===== src/rtl/sdstr_pkg.sv =====
package sdstr_pkg;
  typedef enum logic [1:0] {
    MODE_IDLE = 2'd0,
    MODE_SINK = 2'd1,  // stream -> card
    MODE_SRC  = 2'd2   // card -> stream
  } sdstr_mode_e;
endpackage


===== src/rtl/sdstr_mode_dec.sv =====
module sdstr_mode_dec
  import sdstr_pkg::*;
#(
  parameter int unsigned ADDR_W = 32
) (
  input  logic [ADDR_W-1:0] dma_addr_i,
  input  logic              cmd_active_i,
  input  logic              cmd_write_i,
  output sdstr_mode_e       mode_o
);
  logic sel;
  assign sel = (dma_addr_i == {ADDR_W{1'b1}}) && cmd_active_i;

  always_comb begin
    mode_o = MODE_IDLE;
    if (sel) mode_o = cmd_write_i ? MODE_SINK : MODE_SRC;
  end
endmodule


===== src/rtl/sdstr_beat_ctr.sv =====
module sdstr_beat_ctr #(
  parameter int unsigned BEATS  = 128,
  localparam int unsigned BEAT_W = $clog2(BEATS)
) (
  input  logic              clk_i,
  input  logic              rst_ni,
  input  logic              clr_i,
  input  logic              adv_i,
  output logic [BEAT_W-1:0] beat_o,
  output logic              at_last_o
);
  localparam logic [BEAT_W-1:0] LAST = BEAT_W'(BEATS - 1);

  assign at_last_o = (beat_o == LAST);

  always_ff @(posedge clk_i or negedge rst_ni) begin
    if (!rst_ni)        beat_o <= '0;
    else if (clr_i)     beat_o <= '0;
    else if (adv_i)     beat_o <= at_last_o ? '0 : beat_o + 1'b1;
  end
endmodule


===== src/rtl/sdstr_out_reg.sv =====
module sdstr_out_reg #(
  parameter int unsigned DATA_W = 32
) (
  input  logic              clk_i,
  input  logic              rst_ni,
  input  logic              clr_i,
  input  logic              ld_i,
  input  logic [DATA_W-1:0] data_i,
  input  logic              last_i,
  input  logic              take_i,
  output logic              valid_o,
  output logic [DATA_W-1:0] data_o,
  output logic              last_o,
  output logic              free_o
);
  assign free_o = !valid_o || take_i;

  always_ff @(posedge clk_i or negedge rst_ni) begin
    if (!rst_ni) begin
      valid_o <= 1'b0;
      data_o  <= '0;
      last_o  <= 1'b0;
    end else if (clr_i) begin
      valid_o <= 1'b0;
      last_o  <= 1'b0;
    end else if (ld_i) begin
      valid_o <= 1'b1;
      data_o  <= data_i;
      last_o  <= last_i;
    end else if (take_i) begin
      valid_o <= 1'b0;
    end
  end
endmodule


===== src/rtl/sdstr_bridge.sv =====
module sdstr_bridge
  import sdstr_pkg::*;
#(
  parameter int unsigned DATA_W    = 32,
  parameter int unsigned ADDR_W    = 32,
  parameter int unsigned BLK_BYTES = 512,
  parameter int unsigned CNT_W     = 16,
  localparam int unsigned BEATS    = BLK_BYTES / (DATA_W / 8),
  localparam int unsigned BEAT_W   = $clog2(BEATS)
) (
  input  logic              clk_i,
  input  logic              rst_ni,
  input  logic              soft_rst_i,
  input  logic [ADDR_W-1:0] dma_addr_i,
  input  logic              cmd_active_i,
  input  logic              cmd_write_i,
  input  logic [DATA_W-1:0] s_tdata_i,
  input  logic              s_tvalid_i,
  output logic              s_tready_o,
  input  logic              card_blk_rdy_i,
  output logic [DATA_W-1:0] wr_data_o,
  output logic              wr_valid_o,
  output logic              wr_last_o,
  input  logic              wr_ready_i,
  input  logic [DATA_W-1:0] rd_data_i,
  input  logic              rd_valid_i,
  output logic              rd_ready_o,
  output logic [DATA_W-1:0] m_tdata_o,
  output logic              m_tvalid_o,
  output logic              m_tlast_o,
  input  logic              m_tready_i,
  output logic [CNT_W-1:0]  blk_count_o
);
  sdstr_mode_e       mode;
  logic              wr_en, rd_en;
  logic [BEAT_W-1:0] beat;
  logic              at_last, blk_ok;
  logic              wr_fire, rd_fire, m_fire, out_free;

  sdstr_mode_dec #(.ADDR_W(ADDR_W)) u_dec (
    .dma_addr_i  (dma_addr_i),
    .cmd_active_i(cmd_active_i),
    .cmd_write_i (cmd_write_i),
    .mode_o      (mode)
  );

  assign wr_en = (mode == MODE_SINK);
  assign rd_en = (mode == MODE_SRC);

  // a fresh block needs room on the card side; mid-block it is committed
  assign blk_ok     = (beat != '0) || card_blk_rdy_i;
  assign s_tready_o = wr_en && wr_ready_i && blk_ok;
  assign wr_valid_o = wr_en && s_tvalid_i && blk_ok;
  assign wr_data_o  = s_tdata_i;
  assign wr_last_o  = wr_en && at_last;
  assign wr_fire    = s_tvalid_i && s_tready_o;

  assign rd_ready_o = rd_en && out_free;
  assign rd_fire    = rd_valid_i && rd_ready_o;
  assign m_fire     = m_tvalid_o && m_tready_i;

  sdstr_beat_ctr #(.BEATS(BEATS)) u_beat (
    .clk_i    (clk_i),
    .rst_ni   (rst_ni),
    .clr_i    (soft_rst_i),
    .adv_i    (wr_fire || rd_fire),
    .beat_o   (beat),
    .at_last_o(at_last)
  );

  sdstr_out_reg #(.DATA_W(DATA_W)) u_out (
    .clk_i  (clk_i),
    .rst_ni (rst_ni),
    .clr_i  (soft_rst_i),
    .ld_i   (rd_fire),
    .data_i (rd_data_i),
    .last_i (at_last),
    .take_i (m_tready_i),
    .valid_o(m_tvalid_o),
    .data_o (m_tdata_o),
    .last_o (m_tlast_o),
    .free_o (out_free)
  );

  always_ff @(posedge clk_i or negedge rst_ni) begin
    if (!rst_ni)         blk_count_o <= '0;
    else if (soft_rst_i) blk_count_o <= '0;
    else                 blk_count_o <= blk_count_o
                                        + CNT_W'(wr_fire && at_last)
                                        + CNT_W'(m_fire && m_tlast_o);
  end
endmodule


===== config.mk =====
export PLATFORM = sky130hd
export DESIGN_NAME = sdstr_bridge
export DESIGN_NICKNAME = d
export VERILOG_FILES = /design/src/rtl/sdstr_pkg.sv /design/src/rtl/sdstr_mode_dec.sv /design/src/rtl/sdstr_beat_ctr.sv /design/src/rtl/sdstr_out_reg.sv /design/src/rtl/sdstr_bridge.sv
export SDC_FILE = /design/constraint.sdc
export NUM_CORES = 1
export LEC_CHECK = 0
export ABC_AREA = 1
export BUFFER_PORTS_ARGS = -buffer_cell sky130_fd_sc_hd__buf_2
export CAP_MARGIN = 10
export CORE_UTILIZATION = 28
export CTS_CLUSTER_SIZE = 14
export DETAILED_ROUTE_END_ITERATION = 6
export HOLD_SLACK_MARGIN = 0.03
export MAX_ROUTING_LAYER = met4
export SYNTH_ARGS = -nofsm -noshare
export SYNTH_HDL_FRONTEND = slang
export SYNTH_HIERARCHICAL = 1
export SYNTH_SLANG_ARGS = --single-unit

===== constraint.sdc =====
create_clock -name clk_i -period 6 [get_ports clk_i]
set_clock_uncertainty 0.1 [all_clocks]
set_input_delay 1.2 -clock clk_i [delete_from_list [all_inputs] [get_ports clk_i]]
set_output_delay 1.2 -clock clk_i [all_outputs]
set_load 0.03 [all_outputs]

==> results.cfg <==
[run_status]
outcome = completed

[sta]
fin_crit_sh_pct = 61.2
worst_pin_slew_ns = 0.799
period_minus_slack_ns = 3.67
finalSetupViolCount = 0
tns_ns = 0
relSlewSlack_pct = 46.7
drv_slew = 0
rsz0062_at_grt = no
hold_viol_final = 0
holdWs_ns = 0.369
timing.fmax_mhz = 273

[clocking]
cts_tree = built
numClockSinks = 57
cts_hold_buf = 0
cts.path.max_buffers = 2
post-cts-setup-buffer-count = 0
clk_pin_slew_worst_paths_ns = 0.05
clk_latency_ns = 0.33
numCtsBuffers = 9
root_buffer = clkbuf_16
cts_resized = 0
htree_levels = 3

[floorplan]
die_area_mm2 = 0.0118
start_util_pct = 29.1
die_h_um = 109
die_x_um = 109
io-pin-count = 192
num_rows = 38
core_area_mm2 = 0.0110

[synthesis]
ys_seq_area_share_pct = 44.7
synth-simple-area-share_pct = 34.7
synthMuxAreaShare_pct = 0
synth_top_area_share_pct = 44.7
ys_seq_elements = 57
yosysTopAreaCell = dfrtp_1
synthArstFlopShare_pct = 100
netlist_instances = 412
synth_compound_area_share_pct = 3.37
synth-xor-area-share_pct = 0.823
synthAdderAreaFrac_pct = 1.41
synth_cell_types = 26
syn_area_mm2 = 0.00319
yosysWarnings = 6
synth_area_leaders = dfrtp_1, nand2_1, buf_4
synth_top_family_by_area = simple AND/OR/NAND/NOR gates
ys.flop_type = dfrtp_1
synth_edf_count = 0
syn_area_per_cell_um2 = 7.75
synth.net_count = 521

[global_route]
grt_pass1_vias = 2856
track_usage_pct = 14.6
antenna_found_initial = 0
grt_start_max_net_pins = 58
gr-total-overflow = 0
grt_pass1_wl_um = 12900

[route]
drtPass1Iterations = 4
drcViolationCount = 0
final_antenna_net_count = 0
via_per_inst = 4.35
num_vias = 2855
wl_per_cell_um = 11.7
drt_iter0_drc = 104
wl_um = 7680

[power]
p_leak_nw = 2.30
ir_drop_v = 0.000174
power.density_mw_per_mm2 = 244

[worst_setup_path]
crit_buf_inv = 2
cp_slowest_cell = buf_2
crit_path_cell_trace = buf_2 > nand2_1 > nor2_1 > nand2_1 > nor2_1 > nand3_1 > nor2_1 > nand2_1 > nor3_1 > buf_2
cp_top_family = simple AND/OR/NAND/NOR gates
endpoint_kind = output pin
crit_arrival_ns = 2.37
critPathKind = in2out
cp.required_ns = 4.70
critPathMaxFanout = 4
start_kind = input port
cp_slowest_stage_delay_ns = 0.23

[placed_design]
place_congestion = 0.836
dp.cells = 640
dpl.hpwl_um = 5590
numPortBuffers = 127

[final_layout]
area_growth_syn_to_layout_pct = 25.8
n_antenna_cell = 0
final_cells = 656
drive_gt1_share_pct = 33.3
layout_commonest_cell = nand2_1
finalNetCount = 620
layout_common_cells = nand2_1, buf_2, dfrtp_1

[run]
maxCapViolCount = 0

[hold_path]
hold_path_class = reg2reg
==> flip-flops by register name, summed over array words and instances (netlist names) <==
register       cells
blk_count_o       16
u_beat/beat_o      7
u_out/data_o      32
u_out/last_o       1
u_out/valid_o      1
==> through the flow <==
stage / setup slack (ns) / area, um^2 / utilization (%) / power [mW]
3_3_place_gp: 2.33 / 3690 / 33.6 / 0.438
2_1_floorplan: 2.24 / 3190 / - / 0.445
3_5_place_dp: 2.27 / 3690 / 33.6 / 0.439
4_1_cts: 2.33 / 4020 / 36.6 / 0.999
6_report: 2.33 / 4020 / 36.6 / 0.979
5_1_grt: 2.17 / 4020 / 36.6 / 1.02
==> cell families (layout without fill, tap and decap cells) <==
group,count (synthesis),in the layout
AO/OA/AOI/OAI,16,16
XOR/XNOR,3,3
adder cells (fa/ha/maj),3,3
buffers and inverters,79,183
flip-flops,57,57
AND/OR/NAND/NOR,254,254
==> routing by layer <==
| metal | up-vias | global-route usage, % | share of wire (%) |
|---|---|---|---|
| met2 | 82 | 23.5 | 48 |
| met1 | 1300 | 16.6 | 45 |
| met5 | - | - | 0 |
| met3 | 20 | 4.78 | 5.5 |
| li1 | 1453 | - | - |
| met4 | 0 | 6.37 | 1.6 |
==> cells in the mapped netlist, types with 2 or more instances <==
cell type    n
nand3_1     48
dfrtp_1     57
o21bai_1     3
xor2_1       2
a21oi_1      5
ha_1         2
nand2_1    131
inv_2        4
nand4_1      5
nand2_2      8
o21ai_0      5
buf_4       37
nor2_2       8
nor3_1       3
nor2_1      47
inv_1       32
buf_6        4
nor2_4       3
==> cell type report <==
type | instances | area, um^2
clock buffer | 15 | 298
tap | 140 | 175
fill | 1104 | 6970
multi-input combinational | 276 | 1290
sequential | 57 | 1430
inverter | 37 | 141
clock inverter | 1 | 30.0
timing repair buffer | 130 | 658
==> worst register-to-register path, cell delays in order (launching register included) <==
cell	delay, ns
dfrtp_1	0.41
ha_1	0.27
nand2_2	0.08
nor2_2	0.10
nand2_2	0.10
inv_1	0.12
nand3_1	0.12
fa_1	0.44
inv_1	0.10
ha_1	0.18
nand2_2	0.08
nor2_4	0.14
nand2_2	0.09
nor2_2	0.12
nand2_1	0.05
nand2_1	0.05
nor2_1	0.04
==> report_power, final <==
group          internal [mW]  total [mW]  switching [mW]
combinational         0.0211      0.0470          0.0259
sequential             0.385       0.385  0.000000000138
clock                  0.378       0.547           0.170
==> final timing paths <==
check / slack (ns) / depth (start not counted) / end / start
max: 2.33 / 10 / wr_valid_o / dma_addr_i[17]
min: 0.37 / 2 / u_out/data_o[11] / u_out/data_o[11]
max reg2reg: 3.29 / 16 / blk_count_o[14] / u_beat/beat_o[0]
min reg2reg: 0.37 / 2 / u_out/data_o[11] / u_out/data_o[11]
max in group asynchronous: 4.38 / 2 / u_out/data_o[21] / rst_ni
min in group asynchronous: 0.91 / 2 / u_beat/beat_o[2] / rst_ni
Note: power is estimated with default switching activity, not from simulation.
